===== src/rtl/lmt_pkg.sv =====
// Shared types and tables for the limiter controller.
// Assumes callers pass a valid band code; BAND_NONE yields a zero step.
package lmt_pkg;

    // Overshoot band of the louder channel, ordered by level
    typedef enum logic [2:0] {
        BAND_NONE = 3'd0,
        BAND_THR  = 3'd1,
        BAND_FS   = 3'd2,
        BAND_FS6  = 3'd3,
        BAND_FS12 = 3'd4
    } band_e;

    // Detection level as a fraction of full scale, in 1/1024 units
    function automatic int thr_num(input int sel);
        case (sel)
            0:       return 768;
            1:       return 639;
            2:       return 513;
            default: return 385;
        endcase
    endfunction

    // Steps added per event for a given mode and band
    function automatic logic [3:0] step_count(input logic [1:0] mode, input band_e band);
        if (band == BAND_NONE) return 4'd0;
        case (mode)
            2'd0: return 4'd1;
            2'd1: return 4'd2;
            2'd2: begin
                case (band)
                    BAND_THR: return 4'd2;
                    BAND_FS:  return 4'd4;
                    BAND_FS6: return 4'd4;
                    default:  return 4'd8;
                endcase
            end
            default: begin
                case (band)
                    BAND_THR: return 4'd1;
                    BAND_FS:  return 4'd2;
                    BAND_FS6: return 4'd4;
                    default:  return 4'd8;
                endcase
            end
        endcase
    endfunction

endpackage


===== src/rtl/lmt_level_detect.sv =====
// Peak level classifier: takes the louder magnitude of the two channels
// and sorts it into an overshoot band against the selected detection level.
// Assumes samples carry exactly three headroom bits above DATA_W.
module lmt_level_detect #(
    parameter int DATA_W = 24,
    localparam int SMP_W = DATA_W + 3
) (
    input  logic signed [SMP_W-1:0] smp_l,
    input  logic signed [SMP_W-1:0] smp_r,
    input  logic [1:0]              thr_sel,
    output lmt_pkg::band_e          band,
    output logic                    over_fs
);
    import lmt_pkg::*;

    localparam longint FS_LL = longint'(1) << (DATA_W - 1);
    localparam logic [SMP_W-1:0] FS_V   = SMP_W'(FS_LL);
    localparam logic [SMP_W-1:0] FS2_V  = SMP_W'(FS_LL * 2);
    localparam logic [SMP_W-1:0] FS4_V  = SMP_W'(FS_LL * 4);

    logic [SMP_W-1:0] thr_tab [4];
    logic [SMP_W-1:0] mag_l, mag_r, peak, thr;

    // Build the detection level table, one constant per select code
    for (genvar gi = 0; gi < 4; gi++) begin : g_thr
        assign thr_tab[gi] = SMP_W'((FS_LL * longint'(thr_num(gi))) >>> 10);
    end

    // Magnitudes and the louder of the two
    always_comb begin
        mag_l = smp_l[SMP_W-1] ? SMP_W'(~smp_l + 1'b1) : SMP_W'(smp_l);
        mag_r = smp_r[SMP_W-1] ? SMP_W'(~smp_r + 1'b1) : SMP_W'(smp_r);
        peak  = (mag_l >= mag_r) ? mag_l : mag_r;
        thr   = thr_tab[thr_sel];
    end

    // Band classification, highest band first
    always_comb begin
        if (peak >= FS4_V)      band = BAND_FS12;
        else if (peak >= FS2_V) band = BAND_FS6;
        else if (peak >= FS_V)  band = BAND_FS;
        else if (peak >= thr)   band = BAND_THR;
        else                    band = BAND_NONE;
        over_fs = (peak >= FS_V);
    end

endmodule


===== src/rtl/lmt_step_sel.sv =====
// Step-count selector: maps mode and band to the number of 0.375 dB steps.
// With zero-cross gating off, any event is forced to a single step.
module lmt_step_sel (
    input  logic [1:0]     step_mode,
    input  lmt_pkg::band_e band,
    input  logic           zc_en,
    output logic [3:0]     step
);
    import lmt_pkg::*;

    // Table lookup with the single-step override
    always_comb begin
        if (band == BAND_NONE) step = 4'd0;
        else if (!zc_en)       step = 4'd1;
        else                   step = step_count(step_mode, band);
    end

endmodule


===== src/rtl/lmt_zc_gate.sv =====
// Per-channel apply gate: moves the applied index to the target on a zero
// crossing, on timeout while pending, or when the caller forces it.
// Assumes smp_vld is a one-cycle strobe; state only moves on it.
module lmt_zc_gate #(
    parameter int DATA_W   = 24,
    parameter int ATT_W    = 8,
    parameter int TMO_BASE = 128,
    localparam int SMP_W   = DATA_W + 3,
    localparam int TMR_W   = $clog2(TMO_BASE * 8) + 1
) (
    input  logic                    clk,
    input  logic                    rst_n,
    input  logic                    smp_vld,
    input  logic signed [SMP_W-1:0] smp,
    input  logic [1:0]              tmo_sel,
    input  logic                    apply_now,
    input  logic [ATT_W-1:0]        tgt_cur,
    input  logic [ATT_W-1:0]        tgt_next,
    output logic [ATT_W-1:0]        att
);
    logic             prev_neg;
    logic [TMR_W-1:0] tmr;
    logic [TMR_W-1:0] limit;
    logic             zc, tmo, apply;

    // Crossing, timeout and the combined apply condition
    always_comb begin
        limit = TMR_W'(TMO_BASE) << tmo_sel;
        zc    = (smp == '0) || (smp[SMP_W-1] != prev_neg);
        tmo   = (att != tgt_cur) && (tmr >= limit);
        apply = apply_now || zc || tmo;
    end

    // Sign history, pending timer and applied index
    always_ff @(posedge clk) begin
        if (!rst_n) begin
            prev_neg <= 1'b0;
            tmr      <= '0;
            att      <= '0;
        end else if (smp_vld) begin
            prev_neg <= smp[SMP_W-1];
            if (apply) begin
                att <= tgt_next;
                tmr <= '0;
            end else if (tgt_next != att) begin
                tmr <= tmr + 1'b1;
            end else begin
                tmr <= '0;
            end
        end
    end

endmodule


===== src/rtl/lmt_limiter_ctrl.sv =====
// Stereo limiter attack controller: raises a shared attenuation target on
// level events and hands it to two per-channel zero-cross apply gates.
// Assumes one smp_vld pulse per sample period and samples with 3 headroom bits.
module lmt_limiter_ctrl #(
    parameter int DATA_W   = 24,
    parameter int ATT_W    = 8,
    parameter int TMO_BASE = 128,
    localparam int SMP_W   = DATA_W + 3
) (
    input  logic                    clk,
    input  logic                    rst_n,
    input  logic                    smp_vld,
    input  logic signed [SMP_W-1:0] smp_l,
    input  logic signed [SMP_W-1:0] smp_r,
    input  logic                    lim_en,
    input  logic [1:0]              thr_sel,
    input  logic [1:0]              step_mode,
    input  logic                    zc_en,
    input  logic                    fast_en,
    input  logic [1:0]              tmo_sel,
    output logic [ATT_W-1:0]        att_tgt,
    output logic [ATT_W-1:0]        att_l,
    output logic [ATT_W-1:0]        att_r
);
    import lmt_pkg::*;

    localparam logic [ATT_W:0] ATT_MAX = {1'b0, {ATT_W{1'b1}}};

    band_e            band;
    logic             over_fs;
    logic [3:0]       step;
    logic             event_hit;
    logic             apply_now;
    logic [ATT_W:0]   sum;
    logic [ATT_W-1:0] tgt_next;
    logic signed [SMP_W-1:0] smp_arr [2];
    logic [ATT_W-1:0] att_arr [2];

    lmt_level_detect #(.DATA_W(DATA_W)) u_detect (
        .smp_l   (smp_l),
        .smp_r   (smp_r),
        .thr_sel (thr_sel),
        .band    (band),
        .over_fs (over_fs)
    );

    lmt_step_sel u_step (
        .step_mode (step_mode),
        .band      (band),
        .zc_en     (zc_en),
        .step      (step)
    );

    // Next target with saturation, and the immediate-apply condition
    always_comb begin
        event_hit = lim_en && (band != BAND_NONE);
        sum       = {1'b0, att_tgt} + (ATT_W+1)'(step);
        if (!event_hit)         tgt_next = att_tgt;
        else if (sum > ATT_MAX) tgt_next = ATT_MAX[ATT_W-1:0];
        else                    tgt_next = sum[ATT_W-1:0];
        apply_now = !zc_en || (fast_en && over_fs);
    end

    // Shared target register, moved once per strobe
    always_ff @(posedge clk) begin
        if (!rst_n)       att_tgt <= '0;
        else if (smp_vld) att_tgt <= tgt_next;
    end

    assign smp_arr[0] = smp_l;
    assign smp_arr[1] = smp_r;

    // One apply gate per channel
    for (genvar ch = 0; ch < 2; ch++) begin : g_chan
        lmt_zc_gate #(
            .DATA_W   (DATA_W),
            .ATT_W    (ATT_W),
            .TMO_BASE (TMO_BASE)
        ) u_gate (
            .clk       (clk),
            .rst_n     (rst_n),
            .smp_vld   (smp_vld),
            .smp       (smp_arr[ch]),
            .tmo_sel   (tmo_sel),
            .apply_now (apply_now),
            .tgt_cur   (att_tgt),
            .tgt_next  (tgt_next),
            .att       (att_arr[ch])
        );
    end

    assign att_l = att_arr[0];
    assign att_r = att_arr[1];

endmodule


===== config.mk =====
export PLATFORM = sky130hd
export DESIGN_NAME = lmt_limiter_ctrl
export DESIGN_NICKNAME = d
export VERILOG_FILES = /design/src/rtl/lmt_pkg.sv /design/src/rtl/lmt_level_detect.sv /design/src/rtl/lmt_step_sel.sv /design/src/rtl/lmt_zc_gate.sv /design/src/rtl/lmt_limiter_ctrl.sv
export SDC_FILE = /design/constraint.sdc
export NUM_CORES = 1
export LEC_CHECK = 0
export CAP_MARGIN = 40
export CORE_ASPECT_RATIO = 1.1
export CORE_MARGIN = 2
export CORE_UTILIZATION = 50
export CTS_CLUSTER_DIAMETER = 120
export CTS_CLUSTER_SIZE = 10
export DETAILED_ROUTE_END_ITERATION = 16
export DONT_BUFFER_PORTS = 1
export PLACE_DENSITY = 0.68
export SLEW_MARGIN = 15
export SYNTH_ARGS = -nofsm -noshare
export SYNTH_HDL_FRONTEND = slang
export SYNTH_SLANG_ARGS = --single-unit
export TNS_END_PERCENT = 20

===== constraint.sdc =====
create_clock -name clk -period 9.7 [get_ports clk]
set_input_delay 0.485 -clock clk [delete_from_list [all_inputs] [get_ports clk]]
set_output_delay 0.485 -clock clk [all_outputs]
set_load 0.005 [all_outputs]

# Word-level counts from Yosys, hierarchy flattened
# Cells that the tools add are included.
[totals]
reg_bits = 48
input_bits = 66
elab_cells = 80
[classes]
addsub = 5
order_cmp = 9
eq_ne = 11
shift = 1
mux = 24
bitwise_logic = 3
reduce_logical = 20
[op_table]
columns = ["operator", "count"]
rows = [
  ["two-way mux 27 bit", 5],
  ["adder 27 x 1 -> 27 bit (second input constant)", 2],
  ["binary-select mux 27 bit (select 2 bit)", 1],
  ["greater-or-equal comparator 27 bit", 2],
  ["zero test 27 bit", 2],
  ["NOT 27 bit", 2],
  ["two-way mux 11 bit", 4],
  ["inequality test 8 bit", 4],
  ["greater-or-equal comparator 27 x 24 -> 1 bit (second input constant)", 1],
  ["greater-or-equal comparator 27 x 25 -> 1 bit (second input constant)", 1],
  ["greater-or-equal comparator 27 x 26 -> 1 bit (second input constant)", 1],
  ["case mux 4 bit (3 select lines)", 2],
  ["adder 11 x 1 -> 11 bit (second input constant)", 2],
  ["greater-or-equal comparator 11 bit", 2],
  ["two-way mux 8 bit", 2],
  ["two-way mux 4 bit", 3],
  ["left shift 8 x 2 -> 11 bit (first input constant)", 1],
  ["adder 8 x 4 -> 9 bit", 1],
  ["> comparator 9 x 8 -> 1 bit (second input constant)", 1],
  ["two-way mux 3 bit", 3],
  ["case mux 4 bit (2 select lines)", 1],
  ["logical OR 1 bit", 7],
  ["== test 3 x 2 -> 1 bit (second input constant)", 2],
  ["logical AND 1 bit", 4],
  ["other kinds (13)", 17],
]

# Logic depth before layout (Yosys ltp)
# Gate-level depths: netlist (run 1).
[logic_depth]
word_depth = 24
ltp_mapped = 40
ltp_nobuf = 38

# Modules after synthesis
# Synthesis (run 1) repeated with hierarchy kept, for this count alone.
[hier_totals]
hier_cells = 756
area_unflattened_um2 = 5963.2
[modules_own_cells]
columns = ["module", "instances", "cells_each", "area_per_inst_um2", "seq_area_each_um2"]
rows = [
  ["lmt_zc_gate", 2, 167, 1451.4, 400.4],
  ["lmt_level_detect", 1, 322, 2317.2, 0.0],
  ["lmt_limiter_ctrl", 1, 84, 643.1, 160.2],
  ["lmt_step_sel", 1, 16, 100.1, 0.0],
]

# Least setup slack after synthesis (run 1)
# OpenSTA, ideal clock, no wires.
[synth_timing]
kind = "in2reg"
start = "in smp_r[7]"
end = "reg g_chan[1].u_gate.tmr[1]"
setup_time_ps = 117
arrival_ps = 9146
required_ps = 9583
setup_slack_ps = 437
cell_stages = 36
path_buffers = 4
cell_sequence = "buf_2 > or4_1 > or4_1 > clkbuf_1 > or3_1 > nand2_1 > xor2_1 > ha_1 > a21o_1 > a221oi_1 > nand2_1 > nor3_1 > clkbuf_1 > nor2_1 > a21oi_1 > ha_1 > a2111oi_0 > a211oi_1 > a211oi_1 > o211ai_1 > a21boi_2 > buf_6 > nor2_1 > ha_1 > fa_1 > a211o_1 > and4_1 > nor2_1 > xor2_1 > o2111ai_1 > o32a_1 > a211oi_1 > mux2i_1 > a311o_1 > or3_1 > a32o_1"
[synth_via]
elab_chain_len = 24
[synth_lines]
columns = ["item", "line", "text"]
rows = [
  ["start, declared", "lmt_limiter_ctrl.sv:14", "input logic signed [SMP_W-1:0] smp_r,"],
  ["NOT 27 bit", "lmt_level_detect.sv:32", "mag_r = smp_r[SMP_W-1] ? SMP_W'(~smp_r + 1'b1) : SMP_W'(smp_r);"],
  ["adder 27 x 1 -> 27 bit", "lmt_level_detect.sv:32", ""],
  ["two-way mux 27 bit", "lmt_level_detect.sv:32", ""],
  ["greater-or-equal comparator 27 bit", "lmt_level_detect.sv:33", "peak = (mag_l >= mag_r) ? mag_l : mag_r;"],
  ["two-way mux 27 bit", "lmt_level_detect.sv:33", ""],
  ["greater-or-equal comparator 27 bit", "lmt_level_detect.sv:42", "else if (peak >= thr) band = BAND_THR;"],
  ["two-way mux 1 bit", "lmt_level_detect.sv:42", ""],
  ["two-way mux 3 bit", "lmt_level_detect.sv:41", "else if (peak >= FS_V) band = BAND_FS;"],
  ["(+8 left out)", "-", ""],
  ["two-way mux 4 bit", "lmt_step_sel.sv:13", "if (band == BAND_NONE) step = 4'd0;"],
  ["adder 8 x 4 -> 9 bit", "lmt_limiter_ctrl.sv:57", "sum = {1'b0, att_tgt} + (ATT_W+1)'(step);"],
  ["> comparator 9 x 8 -> 1 bit", "lmt_limiter_ctrl.sv:59", "else if (sum > ATT_MAX) tgt_next = ATT_MAX[ATT_W-1:0];"],
  ["two-way mux 8 bit", "lmt_limiter_ctrl.sv:59", ""],
  ["two-way mux 8 bit", "lmt_limiter_ctrl.sv:58", "if (!event_hit) tgt_next = att_tgt;"],
  ["inequality test 8 bit", "lmt_zc_gate.sv:45", "end else if (tgt_next != att) begin"],
  ["two-way mux 11 bit", "lmt_zc_gate.sv:45", ""],
  ["two-way mux 11 bit (*)", "lmt_zc_gate.sv:42", "if (apply) begin"],
  ["end signal, assigned", "lmt_zc_gate.sv:46", "tmr <= tmr + 1'b1;"],
  ["end, declared", "lmt_zc_gate.sv:22", "logic [TMR_W-1:0] tmr;"],
]
# Mark *: on every way between the ends. The rest lies on a longest branch, timed or not. The select of a mux whose other input is x is not followed.
# A chain may end at the register's enable or synchronous reset.

# Worst setup path in the final report (run 1)
[layout_timing]
start = "in smp_r[1]"
end = "reg g_chan[1].u_gate.tmr[1]"
# Same word-level chain as after synthesis.

==> results of run 1 <==
## synth_stat cells, types with 3 or more instances
master,number,share of area
o31a_1,3,0.0044
and2_1,9,0.0094
ha_1,58,0.12
a2111oi_0,3,0.0044
nand2b_1,14,0.015
nor4_1,13,0.014
a31oi_1,7,0.0073
or3_1,16,0.017
nand4_1,20,0.021
o21ai_0,40,0.033
o22ai_1,5,0.0052
or4_1,7,0.0087
xnor2_1,31,0.045
o41ai_1,9,0.013
nor2_1,77,0.048
nor2b_1,17,0.018
dfxtp_1,48,0.16
o311ai_0,3,0.0044
a21o_1,10,0.012
o2111ai_1,3,0.0044
buf_2,3,0.0025
a211oi_1,10,0.012
buf_1,4,0.0025
xor2_1,57,0.083
nand4b_1,3,0.0044
clkbuf_1,28,0.017
nand2_1,65,0.041
nor3_1,22,0.018
and3_1,12,0.012
a21oi_1,44,0.037
o21a_1,4,0.0050
mux2i_1,25,0.042
or2_2,4,0.0042
inv_1,34,0.021
nand3_1,16,0.013
o31ai_1,16,0.020
o211ai_1,5,0.0062
mux2_2,4,0.0075
## repair_timing
action,4_1_cts,5_1_grt
setup endpoints to repair,0,22
resized for setup,0,8
buffers inserted,0,2
## logic make-up (layout without fill, tap and decap cells)
kind of cell	count (synthesis)	after routing	share of synthesized area
muxes	30	30	0.05157
xor gates and xnor gates	88	88	0.1281
and+or+nand+nor	305	306	0.2616
adders and majority gates	59	59	0.1239
AOI/OAI and AO/OA	194	194	0.2290
DFF	48	48	0.1597
buffers and inverters	71	56	0.04616
## state kept, by name (all words and copies together) (netlist names)
name,count
g_chan.u_gate.prev_neg,2
att_tgt,8
g_chan.u_gate.tmr,22
g_chan.u_gate.att,16
## report_power, final
| part | internal, mW | total [mW] | switching [mW] |
|---|---|---|---|
| Clock | 0.102 | 0.178 | 0.0767 |
| Sequential | 0.202 | 0.213 | 0.0108 |
| Combinational | 0.119 | 0.280 | 0.160 |
## cell type report
class / instances / area (µm²) / area share
Clock buffer: 6 / 138.9 / 0.02182
Tap cell: 154 / 192.7 / 0.03028
Inverter: 35 / 131.4 / 0.02064
Sequential cell: 48 / 960.9 / 0.1510
Timing Repair Buffer: 14 / 105.1 / 0.01652
Multi-Input combinational cell: 677 / 4826 / 0.7584
Clock inverter: 1 / 8.758 / 0.001376
## worst paths after layout
path	startpoint	endpoint	slack, ps	depth (start not counted)
min reg2reg	g_chan[0].u_gate.tmr[1]	g_chan[0].u_gate.tmr[1]	480	2
max	smp_r[1]	g_chan[1].u_gate.tmr[1]	530	36
max reg2reg	att_tgt[0]	g_chan[1].u_gate.tmr[1]	5750	13
min	rst_n	g_chan[1].u_gate.att[7]	320	1
## routing by layer
layer / GRT usage / wire length (µm) / vias to the layer above
met5: 0 / 0 / -
met4: 0.1178 / 548 / 0
met3: 0.05200 / 1172 / 41
met2: 0.4734 / 8571 / 207
met1: 0.3135 / 6972 / 2765
li1: - / - / 2892
## cell usage in the layout (no fill, tap or decap), types with 3 or more instances in the layout
| cell | Yosys | routed |
|---|---|---|
| o31ai_1 | 16 | 16 |
| ha_1 | 58 | 58 |
| nor4_1 | 13 | 11 |
| and3_1 | 12 | 12 |
| nand2_1 | 65 | 64 |
| xnor2_1 | 31 | 31 |
| nor3_1 | 22 | 19 |
| o2111ai_1 | 3 | 3 |
| nor3_2 | 0 | 3 |
| o21ai_0 | 40 | 40 |
| xor2_1 | 57 | 57 |
| inv_1 | 34 | 34 |
| or3_1 | 16 | 16 |
| mux2i_1 | 25 | 25 |
| nand4b_1 | 3 | 3 |
| nand4_1 | 20 | 20 |
| buf_4 | 0 | 14 |
| a31oi_1 | 7 | 7 |
| nor2b_1 | 17 | 17 |
| o21a_1 | 4 | 4 |
| o31a_1 | 3 | 3 |
| dfxtp_1 | 48 | 48 |
| nor4_2 | 2 | 4 |
| or4_1 | 7 | 7 |
| a21oi_1 | 44 | 44 |
| o211ai_1 | 5 | 5 |
| o41ai_1 | 9 | 9 |
| nand2b_1 | 14 | 14 |
| a211oi_1 | 10 | 10 |
| nand3_1 | 16 | 16 |
| o22ai_1 | 5 | 5 |
| or2_2 | 4 | 4 |
| a21o_1 | 10 | 10 |
| mux2_2 | 4 | 4 |
| clkbuf_16 | 0 | 5 |
| nor2_1 | 77 | 77 |
| and2_1 | 9 | 9 |
## critical path, delay by kind of cell
| family | cells | cell delay (ps) |
|---|---|---|
| buffers and inverters | 2 | 400 |
| adders and majority gates | 3 | 1040 |
| muxes | 1 | 100 |
| xor gates and xnor gates | 2 | 460 |
| and+or+nand+nor | 12 | 3130 |
| AOI/OAI and AO/OA | 16 | 3730 |
==> flow_summary.toml, run 1 <==
[timing]
slew_headroom = 0.5477
finalCriticalPeriod_ps = 9167
setup_tns_ps = 0
clock_skew_ps = 4.367
final_max_slew_viol_count = 0
worst_pin_slew_ps = 672.3
fin_crit_sh = 0.9451
hold_viol = 0
max_freq_ghz = 0.1091
setup_ws_ps = 532.7
setup_violations = 0
hold_ws_ps = 321.1

[placement]
place_area_um2 = 6158
dp_hpwl_mm = 13.69
dp_slack_ps = -223.3
gp_congestion = 0.9958
dp.cells = 925
port_buffers = 0

[clock_network]
clkSinkCount = 48
ctsHoldBuffers = 0
numCtsBuffers = 5
worstSkewPairLatency_ps = 290
cts_root_buffer = "clkbuf_16"
path_clk_slew_ps = 70
clockBufferDepth = 2
htreeDepth = 2
cts_tree = "built"

[logic_synthesis]
synth-seq-cells = 48
netlist_instances = 795
synthFlopType = "dfxtp_1"
synthArstFlopShare = 0
avgSynthCellArea_um2 = 7.569
ys_seq_area_frac = 0.1597
synth_edf_count = 0
ys_warn_count = 0
syn-num-nets = 920
syn-cell-area_um2 = 6017
synth_cell_types = 74

[pwr]
power_mw = 0.6712
power_density_nw_per_um2 = 105.5
max-vdd-ir-drop_uv = 89.64
power.leakage_nw = 2.589

[cells_and_area]
syn2layout_area_growth_pct = 5.760
antennaDiodeCount = 0
fillers = 1137
drive_gt1_frac = 0.06786
nets = 906
fin_util = 0.5358
fin_cells = 935
fin_area_um2 = 6364

[critical_path]
cp-start-kind = "input port"
slowest_stage = "or4_1"
crit_type = "in2reg"
endpoint_kind = "register"
crit_top_cell = "a211oi_1"
cp_slowest_stage_delay_ps = 660
cp.required_ps = 9880
critPathMaxFanout = 10
cp.arrival_ps = 9350

[global_routing]
grt_pass1_vias = 5899
grt_start_max_net_pins = 37
gr-total-overflow = 0
track_usage = 0.2698
antenna_found_initial = 0
grt_pass1_wl_mm = 28.23

[route]
drt-total-wl_mm = 17.26
viasPerCell = 6.316
final_antenna_net_count = 0
remaining_drc_errors = 0
vias = 5905
wl_per_cell_um = 18.46
drtIter0Drc = 319
first_pass_iters = 5

[job]
drv_cap = 0

[die]
die_h_um = 119.1
core_area_um2 = 11880
rows = 42
initial_utilization = 0.5066
dieWidth_um = 108.6
dieArea_um2 = 12930
io_pins = 90

[run_status]
status = "finished clean"

[hold_path]
min_path_type = "in2reg"
Power figures use the tool's default switching activity.
==> run 2: changes to the inputs <==
--- a/config.mk
+++ b/config.mk
@@ -5,6 +5,7 @@
 export SDC_FILE = /design/constraint.sdc
 export NUM_CORES = 1
 export LEC_CHECK = 0
+export ABC_AREA = 1
 export CAP_MARGIN = 40
 export CORE_ASPECT_RATIO = 1.1
 export CORE_MARGIN = 2
==> run 2 against run 1 <==
  * Hold slack got worse by 53 ps
  * Non-clock buffer count shrank 12
  * Via count increased by 9.4%
  * Wire length shrank 2.3%
  * Sequential power is 7% higher
  * Critical endpoint is now g_chan[1].u_gate.tmr[6]
  * Highest routed layer unchanged
==> flow_summary.toml, run 2 <==
[timing]
finalCriticalPeriod_ps = 7298
hold_viol = 0
rsz0062_at_grt = "no"
setup_violations = 0
setup_ws_ps = 2402
worst_pin_slew_ps = 546.7
hold_ws_ps = 268.4
slew_headroom = 0.6322
max_freq_ghz = 0.1370
clock_skew_ps = 3.696
fin_crit_sh = 0.7523
final_max_slew_viol_count = 0
setup_tns_ps = 0

[die]
initial_utilization = 0.5071
dieArea_um2 = 14230
io_pins = 90
dieWidth_um = 113.9
core_area_um2 = 13100
rows = 44
die_h_um = 124.9

[critical_path]
cp.required_ps = 9880
cp.arrival_ps = 7480
endpoint_kind = "register"
reg2reg_depth = 19
critPathMaxFanout = 24
crit_top_cell = "nand2_1"
cp_slowest_stage_delay_ps = 430
cp_top_family = "simple AND/OR/NAND/NOR gates"
cp.buffers_inverters = 5
reg2reg_slack_ps = 6560
critPathCapture = "g_chan[1].u_gate.tmr[6]"
slowest_stage = "a311oi_1"
worst-path-stages = 46
worstReg2RegEnd = "g_chan[1].u_gate.tmr[6]"
reg2reg_from = "att_tgt[1]"
crit_type = "in2reg"
cp-start-kind = "input port"
startpoint = "smp_l[0]"

[placement]
dp_hpwl_mm = 13.72
dp_slack_ps = 2137
gp_congestion = 0.9574
place_area_um2 = 6699
port_buffers = 0

[clock_network]
clockBufferDepth = 2
numCtsBuffers = 5
cts_resized = 0
clkSinkCount = 48
cts_root_buffer = "clkbuf_16"
ctsHoldBuffers = 0
cts_tree = "built"
worstSkewPairLatency_ps = 290
htreeDepth = 2
post_cts.repair.setup_buffers = 0
path_clk_slew_ps = 60

[global_routing]
grt_pass1_vias = 6061
track_usage = 0.2392
antenna_found_initial = 0
gr-total-overflow = 0
grt_start_max_net_pins = 53
grt_pass1_wl_mm = 28.05

[route]
vias = 6462
viasPerCell = 5.284
drtIter0Drc = 403
first_pass_iters = 5
drt-total-wl_mm = 16.87
final_antenna_net_count = 0
remaining_drc_errors = 0
wl_per_cell_um = 13.79

[cells_and_area]
antennaDiodeCount = 0
fillers = 1310
max_flop_register = "g_chan.u_gate.tmr"
syn2layout_area_growth_pct = 3.578
layout_common_cells = "269 x nand2_1, 142 x inv_1, 87 x nor2_1"
largest_register_ffs = 22
reg.largest.list = "g_chan.u_gate.tmr (22), g_chan.u_gate.att (16), att_tgt (8)"
drive_gt1_frac = 0.1205
fin_area_um2 = 6882
fin_util = 0.5252
mostFrequentLayoutCell = "nand2_1"
nets = 1186

[logic_synthesis]
synth_cell_types = 47
syn-cell-area_um2 = 6644
ys_top_cells_by_count = "269 x nand2_1, 142 x inv_1, 87 x nor2_1"
synth-seq-cells = 48
synthFlopType = "dfxtp_1"
synth_edf_count = 0
synthArstFlopShare = 0
syn-num-nets = 1205
ys_warn_count = 0
ys_seq_area_frac = 0.1446
netlist_instances = 1080
synth_top_area_cell = "nand2_1"
yosysMostFrequentCell = "nand2_1"
synth_top_area_frac = 0.1520
netlist_top_cells_area = "nand2_1 15%, dfxtp_1 14%, ha_1 11%, inv_1 8.0%, xor2_1 6.3%"
avgSynthCellArea_um2 = 6.152

[pwr]
max-vdd-ir-drop_uv = 68.57
power_density_nw_per_um2 = 105.6
power.leakage_nw = 3.297

[hold_path]
min_path_type = "in2reg"
hold_depth = 1

[run_status]
status = "finished clean"

[job]
drv_cap = 0
[run 2: power breakdown]
group	leakage (nW)	switching, mW	internal, mW
clock network	0.0901	0.0744	0.136
logic	2.81	0.183	0.107
registers	0.393	0.0194	0.207
[run 2: worst min-delay path by stage]
stage | startpoint | endpoint | slack (ps)
6_report | smp_vld | g_chan[0].u_gate.tmr[9] | 270
2_1_floorplan | g_chan[1].u_gate.tmr[5] | g_chan[1].u_gate.tmr[5] | 470
3_5_place_dp | g_chan[1].u_gate.tmr[5] | g_chan[1].u_gate.tmr[5] | 490
4_1_cts | smp_vld | g_chan[1].u_gate.tmr[9] | 260
3_3_place_gp | g_chan[1].u_gate.tmr[5] | g_chan[1].u_gate.tmr[5] | 490
5_1_grt | smp_vld | g_chan[0].u_gate.tmr[9] | 260
[run 2: kinds of logic (layout without fill, tap and decap cells)]
group / Yosys count / after routing / share of synthesized area
simple gates: 573 / 573 / 0.4168
xor+xnor: 55 / 55 / 0.07250
buf+inv: 189 / 171 / 0.1153
compound gates: 156 / 156 / 0.1386
flops: 48 / 48 / 0.1446
fa+ha+maj: 59 / 59 / 0.1122
[run 2: metrics by stage]
| step | instances | total power [mW] |
|---|---|---|
| 2_1_floorplan | 1080 | 0.4688 |
| 3_3_place_gp | 1215 | 0.5181 |
| 3_5_place_dp | 1215 | 0.5196 |
| 4_1_cts | 1223 | 0.7324 |
| 5_1_grt | 1223 | 0.7850 |
| 6_report | 1223 | 0.7265 |
[run 2: area by class of cell]
cell class	count	area (µm²)	area share
Clock inverter	1	30.03	0.004364
Sequential cell	48	960.9	0.1396
Timing Repair Buffer	2	15.01	0.002182
Inverter	161	604.3	0.08782
Multi-Input combinational cell	843	4917	0.7145
Tap cell	161	201.4	0.02927
Clock buffer	7	152.6	0.02218
[run 2: metal layers]
metal | track usage | wire [µm] | up-vias
met1 | 0.2702 | 6901 | 2855
li1 | - | - | 3447
met2 | 0.4445 | 8669 | 128
met5 | 0 | 0 | -
met3 | 0.04185 | 806 | 32
met4 | 0.08608 | 489 | 0
